**src/rtl/fft_io_pkg.sv**
```systemverilog
package fft_io_pkg;
  typedef enum logic [1:0] {PH_IDLE, PH_IN, PH_OUT} phase_e;
endpackage

```
**src/rtl/fft_io_swap.sv**
```systemverilog
module fft_io_swap #(
  parameter int unsigned W = 16
) (
  input  logic         swap_i,
  input  logic [W-1:0] re_i,
  input  logic [W-1:0] im_i,
  output logic [W-1:0] re_o,
  output logic [W-1:0] im_o
);
  assign re_o = swap_i ? im_i : re_i;
  assign im_o = swap_i ? re_i : im_i;
endmodule

```
**src/rtl/fft_io_bitrev.sv**
```systemverilog
module fft_io_bitrev #(
  parameter int unsigned AW = 10
) (
  input  logic [AW-1:0] idx_i,
  output logic [AW-1:0] rev_o
);
  for (genvar g = 0; g < AW; g++) begin : g_mirror
    assign rev_o[g] = idx_i[AW-1-g];
  end
endmodule

```
**src/rtl/fft_io_ctrl.sv**
```systemverilog
module fft_io_ctrl
  import fft_io_pkg::*;
#(
  parameter int unsigned N  = 1024,
  localparam int unsigned AW = $clog2(N)
) (
  input  logic          clk_i,
  input  logic          rst_ni,
  input  logic          in_start_i,
  input  logic          out_start_i,
  input  logic          inv_i,
  input  logic          in_valid_i,
  input  logic          out_ready_i,
  output logic          in_ready_o,
  output logic          in_acc_o,
  output logic          rd_issue_o,
  output logic          rd_cap_o,
  output logic          out_valid_o,
  output logic          inv_o,
  output logic [AW-1:0] idx_o,
  output logic          done_o
);
  localparam logic [AW-1:0] LAST = AW'(N - 1);

  phase_e        phase_q;
  logic          slot_q, inv_q, done_q, rd_pend_q, ov_q;
  logic [AW:0]   iss_q;
  logic [AW-1:0] dlv_q;
  logic          out_hs, last_in, last_out;

  always_comb begin
    in_ready_o = (phase_q == PH_IN) && slot_q;
    in_acc_o   = in_ready_o && in_valid_i;
    out_hs     = ov_q && out_ready_i;
    // iss_q[AW] marks that all N reads are issued
    rd_issue_o = (phase_q == PH_OUT) && !iss_q[AW] && !rd_pend_q && (!ov_q || out_ready_i);
    last_in    = in_acc_o && (iss_q[AW-1:0] == LAST);
    last_out   = out_hs && (dlv_q == LAST);
  end

  assign rd_cap_o    = rd_pend_q;
  assign out_valid_o = ov_q;
  assign inv_o       = inv_q;
  assign idx_o       = iss_q[AW-1:0];
  assign done_o      = done_q;

  always_ff @(posedge clk_i or negedge rst_ni) begin
    if (!rst_ni) begin
      phase_q   <= PH_IDLE;
      slot_q    <= 1'b0;
      inv_q     <= 1'b0;
      done_q    <= 1'b0;
      rd_pend_q <= 1'b0;
      ov_q      <= 1'b0;
      iss_q     <= '0;
      dlv_q     <= '0;
    end else begin
      done_q    <= last_in || last_out;
      rd_pend_q <= rd_issue_o;
      if (rd_pend_q)   ov_q <= 1'b1;
      else if (out_hs) ov_q <= 1'b0;
      unique case (phase_q)
        PH_IDLE: begin
          if (in_start_i) begin
            phase_q <= PH_IN;
            inv_q   <= inv_i;
            iss_q   <= '0;
            slot_q  <= 1'b0;
          end else if (out_start_i) begin
            phase_q <= PH_OUT;
            inv_q   <= inv_i;
            iss_q   <= '0;
            dlv_q   <= '0;
          end
        end
        PH_IN: begin
          slot_q <= ~slot_q;
          if (in_acc_o) iss_q <= iss_q + 1'b1;
          if (last_in)  phase_q <= PH_IDLE;
        end
        PH_OUT: begin
          if (rd_issue_o) iss_q <= iss_q + 1'b1;
          if (out_hs)     dlv_q <= dlv_q + 1'b1;
          if (last_out)   phase_q <= PH_IDLE;
        end
        default: phase_q <= PH_IDLE;
      endcase
    end
  end


  in_rdy_pace_chk: assert property (@(posedge clk_i) disable iff (!rst_ni)
    in_ready_o |=> !in_ready_o);


  done_pulse_chk: assert property (@(posedge clk_i) disable iff (!rst_ni)
    done_q |=> !done_q);


  done_idle_chk: assert property (@(posedge clk_i) disable iff (!rst_ni)
    done_q |-> (phase_q == PH_IDLE));


  in_phase_hold_chk: assert property (@(posedge clk_i) disable iff (!rst_ni)
    (phase_q == PH_IN && !in_acc_o) |=> (phase_q == PH_IN));


  rd_cap_free_chk: assert property (@(posedge clk_i) disable iff (!rst_ni)
    rd_pend_q |-> !ov_q);
endmodule

```
**src/rtl/fft_io_reorder.sv**
```systemverilog
module fft_io_reorder #(
  parameter int unsigned N      = 1024,
  parameter int unsigned DATA_W = 16,
  localparam int unsigned AW    = $clog2(N)
) (
  input  logic              clk_i,
  input  logic              rst_ni,
  input  logic              inv_i,
  input  logic              in_start_i,
  input  logic              out_start_i,
  input  logic              in_valid_i,
  input  logic [DATA_W-1:0] in_re_i,
  input  logic [DATA_W-1:0] in_im_i,
  output logic              in_ready_o,
  input  logic              out_ready_i,
  output logic              out_valid_o,
  output logic [DATA_W-1:0] out_re_o,
  output logic [DATA_W-1:0] out_im_o,
  output logic              done_o,
  output logic              mem_we_o,
  output logic              mem_re_o,
  output logic [AW-1:0]     mem_addr_o,
  output logic [DATA_W-1:0] mem_wre_o,
  output logic [DATA_W-1:0] mem_wim_o,
  input  logic [DATA_W-1:0] mem_rre_i,
  input  logic [DATA_W-1:0] mem_rim_i
);
  logic              in_acc, rd_issue, rd_cap, inv_q;
  logic [AW-1:0]     idx, idx_rev;
  logic [DATA_W-1:0] rd_re_sw, rd_im_sw;
  logic [DATA_W-1:0] out_re_q, out_im_q;

  fft_io_ctrl #(.N(N)) u_ctrl (
    .clk_i       (clk_i),
    .rst_ni      (rst_ni),
    .in_start_i  (in_start_i),
    .out_start_i (out_start_i),
    .inv_i       (inv_i),
    .in_valid_i  (in_valid_i),
    .out_ready_i (out_ready_i),
    .in_ready_o  (in_ready_o),
    .in_acc_o    (in_acc),
    .rd_issue_o  (rd_issue),
    .rd_cap_o    (rd_cap),
    .out_valid_o (out_valid_o),
    .inv_o       (inv_q),
    .idx_o       (idx),
    .done_o      (done_o)
  );

  fft_io_bitrev #(.AW(AW)) u_rev (
    .idx_i (idx),
    .rev_o (idx_rev)
  );

  fft_io_swap #(.W(DATA_W)) u_swap_in (
    .swap_i (inv_q),
    .re_i   (in_re_i),
    .im_i   (in_im_i),
    .re_o   (mem_wre_o),
    .im_o   (mem_wim_o)
  );

  fft_io_swap #(.W(DATA_W)) u_swap_out (
    .swap_i (inv_q),
    .re_i   (mem_rre_i),
    .im_i   (mem_rim_i),
    .re_o   (rd_re_sw),
    .im_o   (rd_im_sw)
  );

  assign mem_we_o   = in_acc;
  assign mem_re_o   = rd_issue;
  assign mem_addr_o = rd_issue ? idx_rev : idx;

  always_ff @(posedge clk_i or negedge rst_ni) begin
    if (!rst_ni) begin
      out_re_q <= '0;
      out_im_q <= '0;
    end else if (rd_cap) begin
      out_re_q <= rd_re_sw;
      out_im_q <= rd_im_sw;
    end
  end

  assign out_re_o = out_re_q;
  assign out_im_o = out_im_q;


  out_hold_chk: assert property (@(posedge clk_i) disable iff (!rst_ni)
    (out_valid_o && !out_ready_i) |=> (out_valid_o && $stable(out_re_o) && $stable(out_im_o)));


  mem_excl_chk: assert property (@(posedge clk_i) disable iff (!rst_ni)
    !(mem_we_o && mem_re_o));


  wr_in_slot_chk: assert property (@(posedge clk_i) disable iff (!rst_ni)
    mem_we_o |-> (in_ready_o && in_valid_i));
endmodule

```
**config.mk**
```make
export PLATFORM = sky130hd
export DESIGN_NAME = fft_io_reorder
export DESIGN_NICKNAME = d
export VERILOG_FILES = /design/src/rtl/fft_io_pkg.sv /design/src/rtl/fft_io_swap.sv /design/src/rtl/fft_io_bitrev.sv /design/src/rtl/fft_io_ctrl.sv /design/src/rtl/fft_io_reorder.sv
export SDC_FILE = /design/constraint.sdc
export NUM_CORES = 1
export LEC_CHECK = 0
export BUFFER_PORTS_ARGS = -buffer_cell sky130_fd_sc_hd__buf_2
export CORE_AREA = 8 8 102 104
export CTS_CLUSTER_DIAMETER = 150
export DETAILED_ROUTE_END_ITERATION = 10
export DIE_AREA = 0 0 110 112
export PLACE_DENSITY = 0.84
export SLEW_MARGIN = 0
export SYNTH_ARGS = -nofsm -noshare
export SYNTH_HDL_FRONTEND = slang
export SYNTH_HIERARCHICAL = 1
export SYNTH_SLANG_ARGS = --single-unit
```
**constraint.sdc**
```tcl
create_clock -name clk_i -period 2.31 [get_ports clk_i]
set_input_delay 0.462 -clock clk_i [delete_from_list [all_inputs] [get_ports clk_i]]
set_output_delay 0.462 -clock clk_i [all_outputs]
set_load 0.02 [all_outputs]
```
Word-level counts from Yosys, hierarchy flattened
Index checks and enable logic that the tools add are counted.
Widths: inputs -> output; s select.
{ "totals": {"ff_bits": 60, "latchBits": 0, "ramBits": 0, "rom_bits": 0, "input_bits": 71, "output_inout_bits": 79, "elab_cells": 75, "memories": 0} }
{ "op_classes": {"addsub": 2, "n_mul": 0, "div_mod_pow": 0, "n_lt_le_gt_ge": 0, "n_eq_ne": 13, "shift": 0, "mux": 25, "bitwise": 1, "reduce_logical": 24} }
{ "ops": {"columns": ["cell", "n"], "rows": [
  ["$mux 16", 4],
  ["$mux 11", 4],
  ["$mux 10", 4],
  ["$pmux 11 s3", 1],
  ["$eq 10x10->1 const B", 2],
  ["$pmux 10 s2", 1],
  ["$add 11x1->11 const B", 1],
  ["$add 10x1->10 const B", 1],
  ["$ne 2x2->1 const B", 5],
  ["$logic_and 1x1->1", 8],
  ["$mux 2", 4],
  ["$reduce_and 4->1", 2],
  ["$reduce_bool 2->1", 4],
  ["$ne 2x1->1 const B", 3],
  ["$pmux 2 s3", 1],
  ["$mux 1", 5],
  ["$reduce_and 2->1", 2],
  ["$logic_not 1->1", 3],
  ["$ne 3x3->1 const B", 1],
  ["$reduce_and 3->1", 1],
  ["$reduce_bool 3->1", 1],
  ["$eq 2x1->1 const B", 1],
  ["$eq 2x2->1 const B", 1],
  ["$logic_not 2->1", 1],
  ["3 further kinds", 4]
]} }

Depth between registers and ports, before layout
Gate-level depths: netlist (run 1).
{ "depth": {"depth_word": 6, "mapped_depth": 7, "depth_no_buf": 6} }

Hierarchy
The synthesis (run 1) kept the hierarchy.
{ "modules_own_cells": {"columns": ["module", "instances", "cells_each", "area_per_inst_um2", "seq_area_each_um2"], "rows": [
  ["fft_io_ctrl", 1, 176, 1697.9, 700.7],
  ["fft_io_reorder", 1, 79, 1462.7, 800.8],
  ["fft_io_swap", 2, 36, 544.3, 0.0],
  ["fft_io_bitrev", 1, 10, 75.1, 0.0]
]} }

Worst setup path after synthesis (run 1)
Ideal clock, no wire load.
{ "synth_path": {"kind": "reg2out", "startpoint": "reg u_ctrl.ov_q, in the netlist u_ctrl/out_valid_o", "endpoint": "out mem_addr_o[0]", "t_arrival_ns": 2.172, "t_required_ns": 1.848, "path_slack_ns": -0.324, "stages_incl_launch_ff": 6, "path_buffers": 1, "path_cell_list": "dfrtp_1 -> nor2b_1 -> or2_2 -> nor3_1 -> buf_2 -> mux2_2"} }
{ "synth_via": {"elab_chain_len": 4} }
{ "synth_rtl": {"columns": ["element", "line_no", "text"], "rows": [
  ["start: declaration", "fft_io_ctrl.sv:26", "logic slot_q, inv_q, done_q, rd_pend_q, ov_q;"],
  ["start signal: assignment", "fft_io_ctrl.sv:54", "ov_q <= 1'b0;"],
  ["start signal: assignment", "fft_io_ctrl.sv:60", "if (rd_pend_q) ov_q <= 1'b1;"],
  ["start signal: assignment", "fft_io_ctrl.sv:61", "else if (out_hs) ov_q <= 1'b0;"],
  ["$logic_not 1->1", "fft_io_ctrl.sv:36", "rd_issue_o = (phase_q == PH_OUT) && !iss_q[AW] && !rd_pend_q && (!ov_q || out_ready_i);"],
  ["$logic_or 1x1->1", "fft_io_ctrl.sv:36", null],
  ["$logic_and 1x1->1", "fft_io_ctrl.sv:36", null],
  ["via mem_re_o", "fft_io_reorder.sv:21", "output logic mem_re_o,"],
  ["$mux 10", "fft_io_reorder.sv:74", "assign mem_addr_o = rd_issue ? idx_rev : idx;"],
  ["end: declaration", "fft_io_reorder.sv:22", "output logic [AW-1:0] mem_addr_o,"]
]} }
The timed path passes the listed nets, and every way through them passes these cells.

Final worst setup path (run 1)
{ "layout_path": {"startpoint": "reg u_ctrl.phase_q[0]", "endpoint": "out mem_addr_o[4]"} }
{ "layout_via": {"elab_chain_len": 5} }
{ "layout_rtl": {"columns": ["element", "line_no", "text"], "rows": [
  ["start: declaration", "fft_io_ctrl.sv:25", "phase_e phase_q;"],
  ["start signal: assignment", "fft_io_ctrl.sv:49", "phase_q <= PH_IDLE;"],
  ["start signal: assignment", "fft_io_ctrl.sv:65", "phase_q <= PH_IN;"],
  ["start signal: assignment", "fft_io_ctrl.sv:70", "phase_q <= PH_OUT;"],
  ["$eq 2x2->1", "fft_io_ctrl.sv:36", null],
  ["$logic_and 1x1->1 (3 in series)", "fft_io_ctrl.sv:36", null],
  ["$mux 10", "fft_io_reorder.sv:74", null]
]} }
No other way between the ends.

==> results by stage, run 1 <==
Finish:
- The finished layout holds 594 standard cells, fillers aside.
- The combined area of the multi-input logic cells is 0.00247 mm^2.
- The share of final-layout standard cells stronger than drive strength 1 is 64.4%.
- At the end of the flow the core is filled with cells to 60.3%.
- The sequential cell area is 0.00151 mm^2.
- Counting the fill cells in the layout gives 694.
- The net count of the finished layout is 555.
- The area growth from synthesis to final layout is 23.9%.
- The diode insertion count for antenna repair is 0.
- The final design area excluding fillers is 0.00536 mm^2.

Logic synthesis:
- Summed over its instances, the top area cell type makes up 34.7% of the synthesized netlist area.
- In the post-synthesis netlist, the biggest area contributors are dfrtp_1 (35%), mux2_4 (31%), mux2_2 (4.7%).
- For this run, the leading register cell type out of synthesis is dfrtp_1.
- The dominant cell by count in the synthesized netlist is mux2_4.
- Sorting the synthesized cells by how often they occur yields mux2_4 (90), dfrtp_1 (60), buf_4 (20), mux2_2 (18), nand3_1 (14).
- The number of storage elements in the synthesis netlist is 60.
- Synthesis produced 337 cells.
- Of all cell types, the one taking the most synthesized area is dfrtp_1.
- The post-synthesis net count is 414.
- The netlist uses 47 different library cells.
- The post-synth design cell area is 0.00432 mm^2.
- Sequential cells were found to cover 34.7% of the synthesized design area.
- The Yosys step of the flow raised 6 warnings.
- The average size of a mapped cell is 12.8 um^2.
- In this run, synthesis inferred 0 flip-flops with an integrated enable.
- The proportion of register bits with asynchronous set or reset after synthesis is 100%.

Die:
- The number of placement rows is 35.
- 150 I/O pins were placed.
- From left edge to right edge, the die measures 110 um.
- The starting utilization of the core area is 48.6%.
- The area of the die is 0.0123 mm^2.
- The die is 112 um tall.
- The core region is 0.00889 mm^2.

Clock tree:
- The clock tree from TritonCTS is built.
- Buffers inserted during clock tree synthesis total 9.
- The clock reaches the later pin of the worst-skew pair after 0.33 ns.
- The number of sinks on the clock net is 60.
- The clock passes through at most 2 buffers.
- The clock tree synthesis step divided the H-tree into 3 levels.
- The cell at the root of the clock tree is clkbuf_8.
- The CTS clock-pin slew for the worst setup and hold paths is 0.07 ns.

Setup path:
- STA classifies the critical path endpoint as an output pin.
- The nature of the critical path startpoint is a flop.
- The worst setup path is of the flop to output pin kind.
- The arrival time of the worst setup path is 1.88 ns.
- For this design, the slowest cell found on the critical path is dfrtp_1.
- The maximum single-stage delay on the critical path is 0.43 ns.
- Along the worst path, the maximum fanout reaches 6.
- The critical path goes through inv_2 -> ha_4 -> inv_4 -> nor3_4 -> buf_6 -> mux2_4 -> buf_6.
- The cell repeated most along the worst path is buf_6.
- STA puts the critical path data required time at 1.85 ns.

GRT:
- The total overflow left after global routing is 0.
- The number of global-route vias before repair came to 3355.
- The overall global routing resource usage is 17.2%.
- The global-route wire length before repair is 17.0 mm.
- Entering global routing, the biggest net connects 61 pins.
- The number of antenna violations at the first check in global routing came to 0.

Timing:
- The final period demand of the worst path is 2.34 ns.
- Setup violations remaining at the end of the flow were counted as 10.
- The setup TNS is -0.214 ns.
- The worst path setup slack after routing is -0.0333 ns.
- The final hold violation count is 0.
- The final worst clock skew is 0.00595 ns.
- The part of the cycle the worst path needs is 101%.
- The worst max-slew margin expressed relative to the limit is 61.6%.
- The slew at the pin with the worst max-slew slack is 0.572 ns.
- The worst hold slack is 0.134 ns.
- The final number of max-transition violations is 0.
- Based on the critical path, the design can be clocked at up to 427 MHz.
- Setup repair after global routing could not meet its margin everywhere.

Run:
- The number of maximum-capacitance constraint violations is 0.

Place:
- The placed wire-length estimate after detailed placement is 8.08 mm.
- At the placement stage, the worst setup path has a slack of 0.117 ns.
- Counting tap cells, the placed design contains a total of 567 instances.
- At the end of routability-driven placement, the weighted congestion stood at 0.840.
- The post-detailed-placement cell area is 0.00492 mm^2.
- The number of buffers added on ports is 149.

Power:
- Of the total power, the share spent switching nets is 39.5%.
- The total power after layout is 6.98 mW.
- The leakage dissipation is 2.72 nW.
- The share of total power in sequential cells is 25.4%.
- In this run the power spent charging and discharging nets is 2.76 mW.
- In this run, the clock network consumes 15.0% of the power.
- Per report_power, the combinational group accounts for 59.6% of the total.
- VDD sags by at most 0.488 mV.
- Internal power comes to 4.22 mW.
- The power density over cell area is 1300 mW/mm^2.

Routing:
- Dividing the detail-routed wire length by the instance count gives 18.5 um.
- The total wirelength of the detailed-routed design is 11.0 mm.
- The residual DRC count is 0.
- The total iterations of the first detailed-routing run is 4.
- The ratio of routed vias to standard cells is 5.54.
- In this run the remaining antenna-violating nets after routing total 0.
- Detailed routing inserted a total of 3293 vias.
- After the first detailed-routing iteration, the DRC count stood at 231.

Status:
- The checks that failed: setup timing.
- The flow ran to the end, but the final reports show violations.

Worst hold path:
- The min-delay analysis places its worst path in the category primary input to asynchronous set/reset pin.
==> repair_timing <==
item	4_1_cts	5_1_grt
setup buffers	5	7
resized for setup	36	5
hold buffers	0	0
setup endpoints to repair	10	11
pin swaps	2	2
gates cloned	1	0
==> final cells by class <==
cell class	instances	area share (%)
clock buffers	12	2.71
clock inverters	4	1.35
inverters	6	0.467
multi-input cells	233	46.2
flip-flops and latches	60	28.1
well taps	111	2.59
repair buffers	168	18.6
==> state kept, by name, summed over array words and instances, names as in the netlist <==
register,flops
u_ctrl/slot_q,1
out_im_o,16
u_ctrl/rd_cap_o,1
u_ctrl/out_valid_o,1
u_ctrl/iss_q,11
u_ctrl/phase_q,2
u_ctrl/inv_o,1
u_ctrl/dlv_q,10
u_ctrl/done_o,1
out_re_o,16
==> logic make-up after synthesis <==
logic type      count (synthesis)  synth area share (%)
buf+inv                        44                  9.75
xor+xnor                        3                 0.608
simple gates                   71                  9.29
flops                          60                  34.7
mux                           108                  35.9
compound gates                 45                  7.96
fa+ha+maj                       6                  1.74
==> path summary, 6_finish.rpt <==
check	slack (ns)	cells after the start	to	start
max in group asynchronous	1.88	2	u_ctrl/inv_o$_DFFE_PN0P_	rst_ni
hold reg to reg	0.50	1	out_im_o[15]$_DFFE_PN0P_	out_im_o[15]$_DFFE_PN0P_
setup / recovery	-0.03	7	mem_addr_o[4]	u_ctrl/phase_q[0]$_DFFE_PN0P_
min in group clk_i	0.37	2	u_ctrl/inv_o$_DFFE_PN0P_	inv_i
hold / removal	0.13	2	out_im_o[0]$_DFFE_PN0P_	rst_ni
setup reg to reg	0.17	8	u_ctrl/iss_q[9]$_DFFE_PN0P_	u_ctrl/phase_q[0]$_DFFE_PN0P_
==> layer usage <==
layer  wire (um)  global-route usage [%]
met4         128                    6.22
met2        5730                    30.3
met3        1140                    4.74
met1        3970                    18.8
met5           0                       0
==> worst max-delay path, delay by kind of cell, from the launching register on <==
family	cells	cell delay, ns
fa+ha+maj	1	0.15
buf+inv	4	0.45
flops	1	0.43
mux	1	0.31
simple gates	1	0.21
==> power by group through the flow <==
stage / clock network, mW / logic, mW / registers [mW]
4_1_cts: 1.08 / 4.04 / 1.84
3_5_place_dp: 0 / 3.85 / 1.85
2_1_floorplan: 0 / 3.02 / 2.02
3_3_place_gp: 0 / 3.75 / 1.82
6_report: 1.05 / 4.16 / 1.77
5_1_grt: 1.12 / 4.41 / 1.82
==> layout by cell type (no fill, tap or decap), types with 5 or more instances in the layout <==
cell,count
a22o_1,6
buf_2,139
buf_4,14
buf_6,12
clkbuf_8,10
dfrtp_1,58
ha_1,5
mux2_2,8
mux2_4,100
nand2_1,13
nand3_1,14
nor2_1,7
o21ai_0,9
o31ai_1,7
Power figures use the tool's default switching activity.
==> inputs of run 2 (changes only) <==
REMOVE_ABC_BUFFERS = 1   (was default)
==> run 2 against run 1 <==
Against the previous run: sequential share of layout area rose by 0.25 points; setup slack worse by 0.033 ns; clock skew rose by 0.0028 ns; critical path depth did not move; routed wire length is 0.97% lower; the flow still finishes with violations (setup timing); die area unchanged.
==> results by stage, run 2 (same netlist as run 1, synthesis figures left out) <==
GRT:
- The residual overflow from global routing is 0 (unchanged).
- The pin count of the biggest net entering global routing is 42 (-31%).
- The global-route wire length before repair is 17.1 mm (+0.12%).
- The number of antenna violations at the first check in global routing is 0 (unchanged).
- The overall global routing resource usage is 17.4% (+0.21 points).
- The number of global-route vias before repair is 3507 (+4.5%).

Finish:
- The total number of nets in the final design is 554 (-0.18%).
- The diode insertion count for antenna repair is 0 (unchanged).
- The share of final-layout standard cells stronger than drive strength 1 was 64.7% (+0.27 points).
- The count of filler cells inserted in the layout was 715 (+3.0%).
- The combined area of the multi-input logic cells is 0.00247 mm^2 (unchanged).
- The area growth from synthesis to final layout is 22.8%.
- In the layout the commonest cells are buf_2 (139), mux2_4 (100), dfrtp_1 (58).
- The sequential cell area is 0.00151 mm^2 (unchanged).
- The utilization after layout is 59.7% (-0.53 points).
- The most frequent standard cell in the layout excluding fill and tap cells is buf_2.

Timing:
- The maximum clock frequency came to 421 MHz (-1.4%).
- Setup repair after global routing could not meet its margin everywhere.
- The setup TNS was -0.519 ns (-0.305 ns).
- The worst path setup slack after routing was -0.0662 ns (-0.0329 ns).
- The final worst clock skew is 0.00876 ns (+0.00281 ns).
- The final hold violation count was 0 (unchanged).
- The final period demand of the worst path was 2.38 ns (+0.0329 ns).
- The part of the cycle the worst path needs is 103% (+1.4 points).
- The slew at the pin with the worst max-slew slack is 0.598 ns (+0.0262 ns).
- The final setup violation count came to 10 (unchanged).
- The final number of max-transition violations is 0 (unchanged).
- The worst max-slew margin expressed relative to the limit is 60.1% (-1.4 points).

Clock tree:
- The clock latency of the later-clocked register in the worst-skew pair is 0.33 ns (about the same).
- The largest buffer count on any clock path is 2 (unchanged).
- The number of sinks on the clock net is 60 (unchanged).
- The CTS clock-pin slew for the worst setup and hold paths is 0.07 ns (about the same).
- The post-cts hold buffer count was 0 (unchanged).
- The number of CTS-inserted buffers is 9 (unchanged).
- The clock tree from TritonCTS is built.
- The cell at the root of the clock tree is clkbuf_8.
- The maximum level of the CTS H-tree is 3 (unchanged).

Routing:
- The total wirelength of the detailed-routed design was 10.9 mm (-0.97%).
- The average detailed-routed wire length per instance was 18.4 um (-0.63%).
- The first-iteration detailed-routing DRC count came to 113 (-51%).
- The residual DRC count came to 0 (unchanged).
- The ratio of routed vias to standard cells came to 5.53 (-0.33%).
- The count of vias placed by the detailed router came to 3271 (-0.67%).
- The number of nets with antenna violations after routing is 0 (unchanged).
- The total iterations of the first detailed-routing run is 7 (+3).

Setup path:
- The standard cell with the maximum stage delay on the critical path is dfrtp_1.
- The arrival time of the worst setup path came to 1.91 ns (+0.03 ns).
- The cell repeated most along the worst path is buf_6.
- The number of buffers and inverters on the critical path is 4 (unchanged).
- The required time of the critical path is 1.85 ns (about the same).
- The launching instance or port of the critical path is u_ctrl/phase_q[0]$_DFFE_PN0P_.
- The launch instance of the worst register-to-register path is u_ctrl/phase_q[1]$_DFFE_PN0P_.
- The signal on the critical path passes through inv_2 -> ha_4 -> inv_4 -> nor3_4 -> buf_6 -> mux2_4 -> buf_6.
- The sort of element at the end of the critical path is an output pin.
- The worst setup path is launched from a flop.
- The maximum net fanout on the critical path is 6 (unchanged).
- The cell family with the largest share of critical-path delay is buffers and inverters.
- The critical path in this run is classified as flop to output pin.
- The maximum single-stage delay on the critical path is 0.41 ns (-0.02 ns).

Power:
- The leakage dissipation was 2.71 nW (-0.63%).
- The peak ir drop on the vdd network is 0.787 mV (+61%).
- The power density over cell area is 1280 mW/mm^2 (-1.5%).

Die:
- The floorplan die height was 112 um (unchanged).
- The core box area is 0.00889 mm^2 (unchanged).
- The boundary pin count is 150 (unchanged).
- The starting utilization of the core area is 48.6% (unchanged).
- The floorplan die width is 110 um (unchanged).
- The number of placement rows came to 35 (unchanged).
- The area of the die is 0.0123 mm^2 (unchanged).

Status:
- The final reports fail on setup timing.
- The flow ran to the end, but the final reports show violations.

Place:
- The number of buffers added on ports is 149 (unchanged).
- The placed wire-length estimate after detailed placement was 8.21 mm (+1.7%).
- The routability congestion estimate is 0.816 (-2.9%).

Run:
- The number of maximum-capacitance constraint violations is 0 (unchanged).

Worst hold path:
- The worst hold path belongs to the class primary input to asynchronous set/reset pin.
## run 2: changes by cell type in the layout (fill, tap and decap cells not counted)
| cell | delta |
|---|---|
| bufinv_16 | -1 |
| clkinv_2 | +2 |
| clkbuf_1 | -2 |
| buf_12 | -1 |
## run 2: power by group
part / switching, mW / internal, mW
Combinational: 2.00 / 2.11
Sequential: 0.347 / 1.43
Clock: 0.406 / 0.516
## run 2: layout make-up
| class | count | share of cell area [%] |
|---|---|---|
| clock buffer | 10 | 2.59 |
| clock inverter | 5 | 0.990 |
| inverter | 6 | 0.471 |
| multi-input combinational | 233 | 46.6 |
| sequential | 60 | 28.4 |
| tap | 111 | 2.62 |
| timing repair buffer | 167 | 18.4 |
## run 2: repair_timing
item / 4_1_cts / 5_1_grt
cloned: 1 / 0
setup endpoints to repair: 10 / 11
buffers inserted: 3 / 3
gates resized for setup: 36 / 8
pin swaps: 1 / 1
## run 2: metal layers
layer / vias to the layer above / part of all wire, % / routed length [um] / track usage (%)
met5: - / 0 / 0 / 0
met4: 0 / 1.2 / 130 / 5.05
met3: 12 / 9.0 / 981 / 7.16
met2: 143 / 52 / 5660 / 30.3
met1: 1609 / 38 / 4100 / 18.4
li1: 1507 / - / - / -
## run 2: worst paths after layout
check                                                     to  slack (ns)  cells after the start
worst max-delay path                           mem_addr_o[8]       -0.07                      7
worst min-delay path            u_ctrl/iss_q[10]$_DFFE_PN0P_        0.11                      1
worst max register to register   u_ctrl/dlv_q[9]$_DFFE_PN0P_        0.28                      7
worst min register to register      out_re_o[12]$_DFFE_PN0P_        0.51                      1
max in group asynchronous            out_im_o[4]$_DFFE_PN0P_        1.65                      2
min in group clk_i                  u_ctrl/inv_o$_DFFE_PN0P_        0.38                      2
## run 2: metrics by stage
stage	hold WS, ns	cell area (um^2)	worst slack, ns	cells	total power, mW
5_1_grt	0.126	5310	-0.139	592	7.20
3_3_place_gp	0.468	4910	0.0219	570	5.56
2_1_floorplan	0.166	3930	-1.26	299	4.72
3_5_place_dp	0.465	4910	-0.0480	570	5.69
6_report	0.108	5310	-0.0662	592	6.81
4_1_cts	0.103	5250	-0.146	589	6.77
